==> src/rtl/prot_cfg_pkg.sv <==
package prot_cfg_pkg;

    // Word index of each register (byte offset divided by four)
    typedef enum logic [2:0] {
        WIDX_CTRL = 3'd0,
        WIDX_RSEL = 3'd1,
        WIDX_BASE = 3'd2,
        WIDX_SIZE = 3'd3,
        WIDX_ACC  = 3'd4
    } widx_e;

    localparam logic [3:0] KEY_CODE_ON  = 4'hA;
    localparam logic [3:0] KEY_CODE_OFF = 4'h5;

endpackage

==> src/rtl/prot_cfg_ctrl.sv <==
module prot_cfg_ctrl #(
    parameter int NREG  = 8,
    parameter int KEY_W = 4,
    parameter int DATA_W = 32,
    parameter logic [KEY_W-1:0] KEY_ON  = 4'hA,
    parameter logic [KEY_W-1:0] KEY_OFF = 4'h5,
    localparam int SEL_W = (NREG > 1) ? $clog2(NREG) : 1
) (
    input  logic              clk,
    input  logic              rst_n,
    input  logic              wr_ctrl,
    input  logic              wr_rsel,
    input  logic [DATA_W-1:0] wdata,
    output logic              en_o,
    output logic [KEY_W-1:0]  key_rd_o,
    output logic [SEL_W-1:0]  rsel_o
);

    typedef struct packed {
        logic             en;
        logic [SEL_W-1:0] rsel;
    } ctrl_t;

    ctrl_t st_d, st_q;
    logic [KEY_W-1:0] key_in;

    assign key_in = wdata[KEY_W-1:0];

    always_comb begin
        st_d = st_q;
        if (wr_ctrl) begin
            if (key_in == KEY_ON) begin
                st_d.en = 1'b1;
            end else if (key_in == KEY_OFF) begin
                st_d.en = 1'b0;
            end
        end
        if (wr_rsel) begin
            st_d.rsel = wdata[SEL_W-1:0];
        end
    end

    always_ff @(posedge clk or negedge rst_n) begin
        if (!rst_n) begin
            st_q <= '0;
        end else begin
            st_q <= st_d;
        end
    end

    assign en_o     = st_q.en;
    assign key_rd_o = st_q.en ? KEY_ON : KEY_OFF;
    assign rsel_o   = st_q.rsel;

    AST_KEY_ON_SETS: assert property (@(posedge clk) disable iff (!rst_n)
        (wr_ctrl && key_in == KEY_ON) |=> en_o);
    AST_KEY_OFF_CLEARS: assert property (@(posedge clk) disable iff (!rst_n)
        (wr_ctrl && key_in == KEY_OFF) |=> !en_o);
    AST_BAD_KEY_HOLDS: assert property (@(posedge clk) disable iff (!rst_n)
        (wr_ctrl && key_in != KEY_ON && key_in != KEY_OFF) |=> $stable(en_o));
    AST_IDLE_EN_HOLDS: assert property (@(posedge clk) disable iff (!rst_n)
        !wr_ctrl |=> $stable(en_o));
    AST_RSEL_HOLDS: assert property (@(posedge clk) disable iff (!rst_n)
        !wr_rsel |=> $stable(rsel_o));

endmodule

==> src/rtl/prot_cfg_region.sv <==
module prot_cfg_region #(
    parameter int DATA_W   = 32,
    parameter int BASE_LSB = 5,
    parameter int SIZE_W   = 5,
    parameter int PERM_W   = 3
) (
    input  logic              clk,
    input  logic              rst_n,
    input  logic              we_base,
    input  logic              we_size,
    input  logic              we_acc,
    input  logic [DATA_W-1:0] wdata,
    output logic [DATA_W-1:0] base_o,
    output logic [SIZE_W-1:0] size_o,
    output logic              en_o,
    output logic [PERM_W-1:0] perm_o
);

    localparam int BHI_W = DATA_W - BASE_LSB;

    typedef struct packed {
        logic [BHI_W-1:0]  base;
        logic [SIZE_W-1:0] size;
        logic              en;
        logic [PERM_W-1:0] perm;
    } rgn_t;

    rgn_t st_d, st_q;

    always_comb begin
        st_d = st_q;
        if (we_base) begin
            st_d.base = wdata[DATA_W-1:BASE_LSB];
        end
        if (we_size) begin
            st_d.en   = wdata[0];
            st_d.size = wdata[SIZE_W:1];
        end
        if (we_acc) begin
            st_d.perm = wdata[PERM_W-1:0];
        end
    end

    always_ff @(posedge clk or negedge rst_n) begin
        if (!rst_n) begin
            st_q <= '0;
        end else begin
            st_q <= st_d;
        end
    end

    assign base_o = {st_q.base, {BASE_LSB{1'b0}}};
    assign size_o = st_q.size;
    assign en_o   = st_q.en;
    assign perm_o = st_q.perm;

    AST_BASE_KEEP: assert property (@(posedge clk) disable iff (!rst_n)
        !we_base |=> $stable(base_o));
    AST_SIZE_KEEP: assert property (@(posedge clk) disable iff (!rst_n)
        !we_size |=> ($stable(size_o) && $stable(en_o)));
    AST_PERM_KEEP: assert property (@(posedge clk) disable iff (!rst_n)
        !we_acc |=> $stable(perm_o));
    AST_BASE_LOW_ZERO: assert property (@(posedge clk) disable iff (!rst_n)
        base_o[BASE_LSB-1:0] == '0);
    AST_BASE_TAKES: assert property (@(posedge clk) disable iff (!rst_n)
        we_base |=> base_o[DATA_W-1:BASE_LSB] == $past(wdata[DATA_W-1:BASE_LSB]));

endmodule

==> src/rtl/prot_cfg_regs.sv <==
module prot_cfg_regs
    import prot_cfg_pkg::*;
#(
    parameter int NREG     = 8,
    parameter int ADDR_W   = 8,
    parameter int DATA_W   = 32,
    parameter int KEY_W    = 4,
    parameter int BASE_LSB = 5,
    parameter int SIZE_W   = 5,
    parameter int PERM_W   = 3,
    localparam int SEL_W   = (NREG > 1) ? $clog2(NREG) : 1,
    localparam int WIDX_W  = ADDR_W - 2
) (
    input  logic                     clk,
    input  logic                     rst_n,
    input  logic                     bus_sel,
    input  logic                     bus_wr,
    input  logic [ADDR_W-1:0]        bus_addr,
    input  logic [DATA_W-1:0]        bus_wdata,
    output logic [DATA_W-1:0]        bus_rdata,
    output logic                     prot_en_o,
    output logic [NREG-1:0]          rgn_en_o,
    output logic [NREG*DATA_W-1:0]   rgn_base_o,
    output logic [NREG*SIZE_W-1:0]   rgn_size_o,
    output logic [NREG*PERM_W-1:0]   rgn_perm_o
);

    localparam logic [WIDX_W-1:0] IDX_CTRL = WIDX_W'(WIDX_CTRL);
    localparam logic [WIDX_W-1:0] IDX_RSEL = WIDX_W'(WIDX_RSEL);
    localparam logic [WIDX_W-1:0] IDX_BASE = WIDX_W'(WIDX_BASE);
    localparam logic [WIDX_W-1:0] IDX_SIZE = WIDX_W'(WIDX_SIZE);
    localparam logic [WIDX_W-1:0] IDX_ACC  = WIDX_W'(WIDX_ACC);

    // ---------------- address decode ----------------
    logic [WIDX_W-1:0] widx;
    logic              aligned;
    logic hit_ctrl, hit_rsel, hit_base, hit_size, hit_acc, mapped;
    logic do_wr, do_rd;

    assign widx     = bus_addr[ADDR_W-1:2];
    assign aligned  = (bus_addr[1:0] == 2'b00);
    assign hit_ctrl = aligned && (widx == IDX_CTRL);
    assign hit_rsel = aligned && (widx == IDX_RSEL);
    assign hit_base = aligned && (widx == IDX_BASE);
    assign hit_size = aligned && (widx == IDX_SIZE);
    assign hit_acc  = aligned && (widx == IDX_ACC);
    assign mapped   = hit_ctrl || hit_rsel || hit_base || hit_size || hit_acc;
    assign do_wr    = bus_sel && bus_wr;
    assign do_rd    = bus_sel && !bus_wr;

    // ---------------- global control ----------------
    logic             en;
    logic [KEY_W-1:0] key_rd;
    logic [SEL_W-1:0] rsel;

    prot_cfg_ctrl #(
        .NREG   (NREG),
        .KEY_W  (KEY_W),
        .DATA_W (DATA_W),
        .KEY_ON (KEY_CODE_ON),
        .KEY_OFF(KEY_CODE_OFF)
    ) ctrl_i (
        .clk     (clk),
        .rst_n   (rst_n),
        .wr_ctrl (do_wr && hit_ctrl),
        .wr_rsel (do_wr && hit_rsel),
        .wdata   (bus_wdata),
        .en_o    (en),
        .key_rd_o(key_rd),
        .rsel_o  (rsel)
    );

    assign prot_en_o = en;

    // ---------------- region storage ----------------
    logic [NREG-1:0]   we_base_v, we_size_v, we_acc_v;
    logic [DATA_W-1:0] base_arr [NREG];
    logic [SIZE_W-1:0] size_arr [NREG];
    logic [PERM_W-1:0] perm_arr [NREG];
    logic [NREG-1:0]   en_arr;

    for (genvar r = 0; r < NREG; r++) begin : g_rgn
        logic sel_me;
        assign sel_me       = (rsel == SEL_W'(r));
        assign we_base_v[r] = do_wr && hit_base && sel_me;
        assign we_size_v[r] = do_wr && hit_size && sel_me;
        assign we_acc_v[r]  = do_wr && hit_acc  && sel_me;

        prot_cfg_region #(
            .DATA_W  (DATA_W),
            .BASE_LSB(BASE_LSB),
            .SIZE_W  (SIZE_W),
            .PERM_W  (PERM_W)
        ) rgn_i (
            .clk    (clk),
            .rst_n  (rst_n),
            .we_base(we_base_v[r]),
            .we_size(we_size_v[r]),
            .we_acc (we_acc_v[r]),
            .wdata  (bus_wdata),
            .base_o (base_arr[r]),
            .size_o (size_arr[r]),
            .en_o   (en_arr[r]),
            .perm_o (perm_arr[r])
        );

        assign rgn_base_o[r*DATA_W +: DATA_W] = base_arr[r];
        assign rgn_size_o[r*SIZE_W +: SIZE_W] = size_arr[r];
        assign rgn_perm_o[r*PERM_W +: PERM_W] = perm_arr[r];
    end

    assign rgn_en_o = en_arr;

    // ---------------- registered read path ----------------
    typedef struct packed {
        logic [DATA_W-1:0] rdata;
    } rd_t;

    rd_t rd_d, rd_q;

    always_comb begin
        rd_d = rd_q;
        if (do_rd) begin
            rd_d.rdata = '0;
            if (hit_ctrl) begin
                rd_d.rdata[KEY_W-1:0] = key_rd;
            end else if (hit_rsel) begin
                rd_d.rdata[SEL_W-1:0] = rsel;
            end else if (hit_base) begin
                rd_d.rdata = base_arr[rsel];
            end else if (hit_size) begin
                rd_d.rdata[SIZE_W:0] = {size_arr[rsel], en_arr[rsel]};
            end else if (hit_acc) begin
                rd_d.rdata[PERM_W-1:0] = perm_arr[rsel];
            end
        end
    end

    always_ff @(posedge clk or negedge rst_n) begin
        if (!rst_n) begin
            rd_q <= '0;
        end else begin
            rd_q <= rd_d;
        end
    end

    assign bus_rdata = rd_q.rdata;

    AST_ONE_BASE_WRITER: assert property (@(posedge clk) disable iff (!rst_n)
        $onehot0(we_base_v));
    AST_ONE_SIZE_WRITER: assert property (@(posedge clk) disable iff (!rst_n)
        $onehot0(we_size_v));
    AST_UNMAPPED_READ_ZERO: assert property (@(posedge clk) disable iff (!rst_n)
        (do_rd && !mapped) |=> (bus_rdata == '0));
    AST_RDATA_HOLD: assert property (@(posedge clk) disable iff (!rst_n)
        !do_rd |=> $stable(bus_rdata));
    AST_CTRL_READ_CODE: assert property (@(posedge clk) disable iff (!rst_n)
        (do_rd && hit_ctrl) |=> (bus_rdata == DATA_W'(prot_en_o ? KEY_CODE_ON : KEY_CODE_OFF)));

endmodule

==> config.mk <==
export PLATFORM = sky130hd
export DESIGN_NAME = prot_cfg_regs
export DESIGN_NICKNAME = d
export VERILOG_FILES = /design/src/rtl/prot_cfg_pkg.sv /design/src/rtl/prot_cfg_ctrl.sv /design/src/rtl/prot_cfg_region.sv /design/src/rtl/prot_cfg_regs.sv
export SDC_FILE = /design/constraint.sdc
export NUM_CORES = 1
export LEC_CHECK = 0
export ABC_AREA = 1
export BUFFER_PORTS_ARGS = -buffer_cell sky130_fd_sc_hd__buf_4
export CAP_MARGIN = 25
export CORE_ASPECT_RATIO = 0.7
export CORE_MARGIN = 2
export CORE_UTILIZATION = 42
export CTS_BUF_LIST = sky130_fd_sc_hd__clkbuf_4
export DETAILED_ROUTE_END_ITERATION = 6
export PLACE_DENSITY_LB_ADDON = 0.2
export SYNTH_ARGS = -nofsm -noshare
export SYNTH_HDL_FRONTEND = slang
export SYNTH_SLANG_ARGS = --single-unit
==> constraint.sdc <==
create_clock -name clk -period 1.77 [get_ports clk]
set_input_delay 0.0885 -clock clk [delete_from_list [all_inputs] [get_ports clk]]
set_output_delay 0.0885 -clock clk [all_outputs]
set_load 0.02 [all_outputs]
Yosys cells after proc, flatten, opt, wreduce, memory -nomap -nowiden. Cells that the tools add are included.

Equal/unequal tests: 13. Div/mod/pow operators: 0. Bitwise logic cells: 1. Magnitude comparators: 2. Shifts and indexed selects: 0. Add/sub/neg operators: 0. Multipliers: 0. Reduce and logical (&&, ||, !) cells: 42. Muxes and demuxes: 23.

Operator list (count): 32-bit binary-select mux with 3-bit select (1); 32-bit 2-to-1 mux (2); 1-bit logical AND (36); 29-bit 2-to-1 mux (1); 28-bit 2-to-1 mux (1); 26-bit 2-to-1 mux (1); 3-bit 2-to-1 mux (6); 5-bit binary-select mux with 3-bit select (1); 3-bit == test, second input constant (4); 6-bit by 2-bit == test with 1-bit output, second input constant (2); 5-bit 2-to-1 mux (2); 3-bit binary-select mux with 3-bit select (1); 4-bit 2-to-1 mux (2); 3-bit by 2-bit == test with 1-bit output, second input constant (2); 6-bit by 1-bit == test with 1-bit output, second input constant (1); 6-bit by 3-bit == test with 1-bit output, second input constant (1); 6-bit logical NOT (1); 6-bit 2-to-1 mux (1); 4-bit by 3-bit == test with 1-bit output, second input constant (1); 4-bit == test, second input constant (1); 4-bit >= comparator, second input constant (1); 3-bit by 4-bit < comparator with 1-bit output, second input constant (1); 3-bit inverter with 4-bit output (1); 1-bit binary-select mux with 3-bit select (1); 7 further kinds (9).

Latch bits: 0. Input bits: 44. Flip-flop bits (word level): 324. Bits in read-only memories: 0. Bits in writable memories: 0. Word-level logic and storage cells: 116. Memories kept: 0.

Logic depth before layout (Yosys ltp).
Depth in word-level cells: 9. Mapped depth: 15. Depth with buffers taken out: 12.

By module. A second synthesis with hierarchy kept.

Cells, all modules: 2040. Area total of the unflattened synthesis: 16179.3 sq um.

Modules (own cells, without submodules): prot_cfg_region (cells an instance 158, area each 1435.1 sq um, instances 8); prot_cfg_regs (cells an instance 754, area each 4499.3 sq um, instances 1); prot_cfg_ctrl (cells an instance 22, area each 198.9 sq um, instances 1).

Least setup slack after synthesis. Ideal clock, no wire load.

Path kind: register -> register. Start point: register ctrl_i.st_q (netlist bit ctrl_i.rsel_o[0]). End point: register rd_q (netlist bit bus_rdata[27]). Cell stages (with the launch flop): 10. Required time: 1654 ps. Setup time: 116 ps. Arrival: 1454 ps. Path slack: 200 ps. Path through: dfrtp_1 > buf_2 > nor2_1 > inv_2 > clkbuf_1 > or2_2 > a31oi_1 > nor2_1 > nand2_1 > nand2_1.

Word-level cells in the longest chain between the ends: 7.

Ends and longest elaborated chain: start, declared (line prot_cfg_ctrl.sv:24) `ctrl_t st_d, st_q;`; start signal, assigned (line prot_cfg_ctrl.sv:47) `st_q <= st_d;`; 3-bit inverter with 4-bit output (implied by the code) (line prot_cfg_regs.sv:130) `rd_d.rdata = base_arr[rsel];`; 32-bit binary-select mux with 3-bit select (line prot_cfg_regs.sv:130); 32-bit 2-to-1 mux (implied by the code) (2 in series) (line prot_cfg_regs.sv:130); 26-bit 2-to-1 mux (line prot_cfg_regs.sv:129) `end else if (hit_base) begin`; 29-bit 2-to-1 mux (line prot_cfg_regs.sv:127) `end else if (hit_rsel) begin`; 28-bit 2-to-1 mux (line prot_cfg_regs.sv:125) `if (hit_ctrl) begin`; end signal, assigned (line prot_cfg_regs.sv:143) `rd_q <= rd_d;`; end, declared (line prot_cfg_regs.sv:119) `rd_t rd_d, rd_q;`.

Every way passes these cells. The select of a mux whose other input is x is not followed. A chain may end at the register's enable or synchronous reset.

Worst setup path in the final report.
Start point: input bus_wdata[0]. End point: register ctrl_i.st_q (netlist bit ctrl_i.en_o).

Word-level cells in the longest chain between the ends: 3. Elaborated cells on any way between the ends: 5.

Ends and longest elaborated chain: start, declared (line prot_cfg_regs.sv:19) `input logic [DATA_W-1:0] bus_wdata,`; 4-bit by 3-bit == test with 1-bit output or 4-bit == test (tied branches) (line prot_cfg_ctrl.sv:34, prot_cfg_ctrl.sv:32); 2-bit nonzero test (no line); 2-bit AND reduction (no line).

Several ways; a longest one is shown, not always the timed one.

==> metrics <==
sw frac=26.3%; HP Class=primary input to register; leakage=10.7 nW; IO Port Bufs=364; initial antenna violation count=2; final worst slack=0.0203 ns; via/cell ratio=5.14; Pre-antenna DRT Iters=5; Slew HR=47.3%; post-DP HPWL=37200 um; most frequent cells in the layout=nand2_1, buf_4, dfrtp_1, o21ai_1, nor2_1; worst slew pin tran=0.789 ns; synthesized instance count=1741; DRT antenna net count=0; # clock sinks=324; RSZ-0062 raised after global routing=yes; Die ar.=37600 um2; largest net degree at the start of global routing=83; mean post-synth cell area=8.69 um2; Final Critical Period=1.75 ns; synth warn=0; Rows=58; Comb pwr share=7.6%; Startpoint Class=primary input; multiplexer share of the synthesized area=0%; final setup skew=0.0486 ns; Slew Viols, Final=0; clk root buf=clkbuf_4; Area Overhead vs Synth=34.5%; register area share after synthesis=53.6%; die height=163 um; Synth area leader=dfrtp_1; Reg power frac=48.9%; share of cells above drive strength 1=30.0%; #FFs+latches synth=324; status=complete, no violations; Total GRT Usage=28.6%; Synth top area share=53.6%; TritonCTS clock tree=built; Simple-Gate Fraction of Synth Area=20.7%; design area=20400 um2; Post-Synth Adder-Cell Area=0%; Post-route DRC=0; CTS clk-pin slew, worst paths=0.07 ns; critical path required time=2.46 ns; Initial Util=42.4%; Power Internal=0.0112 W; Core Region=35700 um2; Fmax=572 MHz; Setup CP Type=primary input to register; part of the power in the clock network=43.5%; Final setup viols=0; first-pass GRT wire length=81400 um; main combinational cell family by area after synthesis=simple AND/OR/NAND/NOR gates; Fillers=3294; pre-CTS WS=-0.0166 ns; io pins=405; DR iter-0 viols=1335; post-place instance area=18400 um2; top post-synthesis cells by area=dfrtp_1, nand2_1, o21ai_1; post-synth cell types=37; Final Hold Vio Count=0; Power Dens Cells=750 nW/um2; GRT Residual Overflow=0; H-tree Lvls=3; vias in the first global route=13291; die width=231 um; Tcrit/Tclk final=98.9%; maximum VDD drop=0.406 mV; clock buffer depth=3; Max-Cap Viols=0; Post-Synth XOR/XNOR Area=0%; crit path capture type=register; vias=14191; Avg WL per Cell=20.7 um; CP Max Fanout=8; GPL Wtd Cong=0.901; NetSw=0.00402 W; commonest non-fill, non-tap cell in the layout=nand2_1; layout net count=2262; Mapped Area=15100 um2; Total Power=0.0153 W; Arr. time, crit path=2.44 ns; total wire length=57200 um; TritonCTS buffer count=84; worst skew pair latency=0.76 ns; Synth Area in Compound Gates=15.9%
power groups by stage:
stage / registers [W] / logic [W] / clock network [W]
2_1_floorplan: 0.00762 / 0.000544 / 0
3_3_place_gp: 0.00760 / 0.00102 / 0
3_5_place_dp: 0.00760 / 0.00103 / 0
4_1_cts: 0.00746 / 0.00112 / 0.00679
5_1_grt: 0.00746 / 0.00126 / 0.00718
6_report: 0.00746 / 0.00116 / 0.00664
worst max-delay path, cell delays in order:
cell and delay, ns:
dlygate4sd3_1 0.55, buf_4 0.14, inv_1 0.22, nand4_1 0.15, dlygate4sd3_1 0.60, o21ai_0 0.13, dlygate4sd3_1 0.56
area by class of cell:
cell class / count / area (um2) / area share (%)
diodes: 3 / 7.51 / 0.0369
inverters: 102 / 385 / 1.89
clock buffers: 120 / 901 / 4.43
well taps: 480 / 601 / 2.95
clock inverters: 25 / 156 / 0.768
multi-input cells: 1208 / 5800 / 28.5
flip-flops and latches: 324 / 8110 / 39.9
repair buffers: 498 / 4390 / 21.6
path summary, 6_finish.rpt:
kind | from | to | slack (ns) | cells past startpoint
setup / recovery | bus_wdata[0] | ctrl_i.en_o | 0.02 | 7
hold / removal | bus_sel | g_rgn[6].rgn_i.base_o[29] | 0.14 | 5
setup reg to reg | ctrl_i.rsel_o[0] | g_rgn[2].rgn_i.base_o[15] | 0.02 | 9
hold reg to reg | bus_rdata[6] | bus_rdata[6] | 0.48 | 2
max in group asynchronous | rst_n | g_rgn[0].rgn_i.base_o[25] | 0.75 | 5
min in group asynchronous | rst_n | ctrl_i.rsel_o[2] | 0.47 | 4
cell families (layout without fill, tap and decap cells):
logic type | after synthesis | count (layout)
flops | 324 | 324
compound gates | 420 | 420
buf+inv | 248 | 745
simple gates | 748 | 748
other cells | 1 | 43
flip-flops by register name, summed over array words and instances, names as in the netlist:
register / cells
g_rgn.rgn_i.perm_o: 24
g_rgn.rgn_i.en_o: 8
g_rgn.rgn_i.base_o: 216
ctrl_i.rsel_o: 3
g_rgn.rgn_i.size_o: 40
ctrl_i.en_o: 1
bus_rdata: 32
what timing repair did:
| item | CTS | global route |
|---|---|---|
| gates resized for setup | 3 | 29 |
| hold buffers | 48 | 0 |
| setup buffers | 0 | 1 |
| setup endpoints to repair | 10 | 146 |
| gates cloned | 0 | 11 |
| pin swaps | 0 | 1 |
| hold endpoints to repair | 648 | 0 |
synth_stat cells:
master and count:
buf_4 55, inv_2 5, or2_0 16, clkinv_1 1, o221ai_1 1, conb_1 1
nand4_4 1, nand3_2 2, nand2_1 515, nor2_2 4, buf_2 21, o22ai_1 6
a31oi_1 25, clkbuf_1 26, nand2_4 8, o211ai_1 1, or2_2 35, nand3b_1 1
o21ai_0 68, dfrtp_1 324, o21ai_2 20, nand2_2 1, clkbuf_2 1, nor2_8 1
nor2_1 136, o21ai_1 244, o22a_1 25, nor2_4 2, o31a_1 25, a21oi_1 5
nor3_4 1, nand4_1 5, buf_6 42, buf_1 1, nor3_2 1, inv_1 96
nand3_1 19
metrics by stage:
step | utilization [%] | TNS, ns | std cells | hold WS [ns]
detailed placement | 51.6 | -0.0166 | 2552 | -0.0170
global route | 57.0 | -1.29 | 2760 | 0.0947
floorplan | - | 0 | 1780 | -0.207
global placement | 51.6 | -0.0122 | 2552 | -0.0147
finish | 57.0 | 0 | 2760 | 0.141
CTS | 55.9 | -0.0139 | 2745 | 0.0416
routing by layer:
layer / GRT usage [%] / vias up / part of all wire, %
met3: 7.83 / 85 / 10
li1: - / 6604 / -
met4: 9.68 / 2 / 2.5
met5: 0 / - / 0.019
met1: 42.0 / 6762 / 45
met2: 40.4 / 738 / 43
Power figures use the tool's default switching activity.
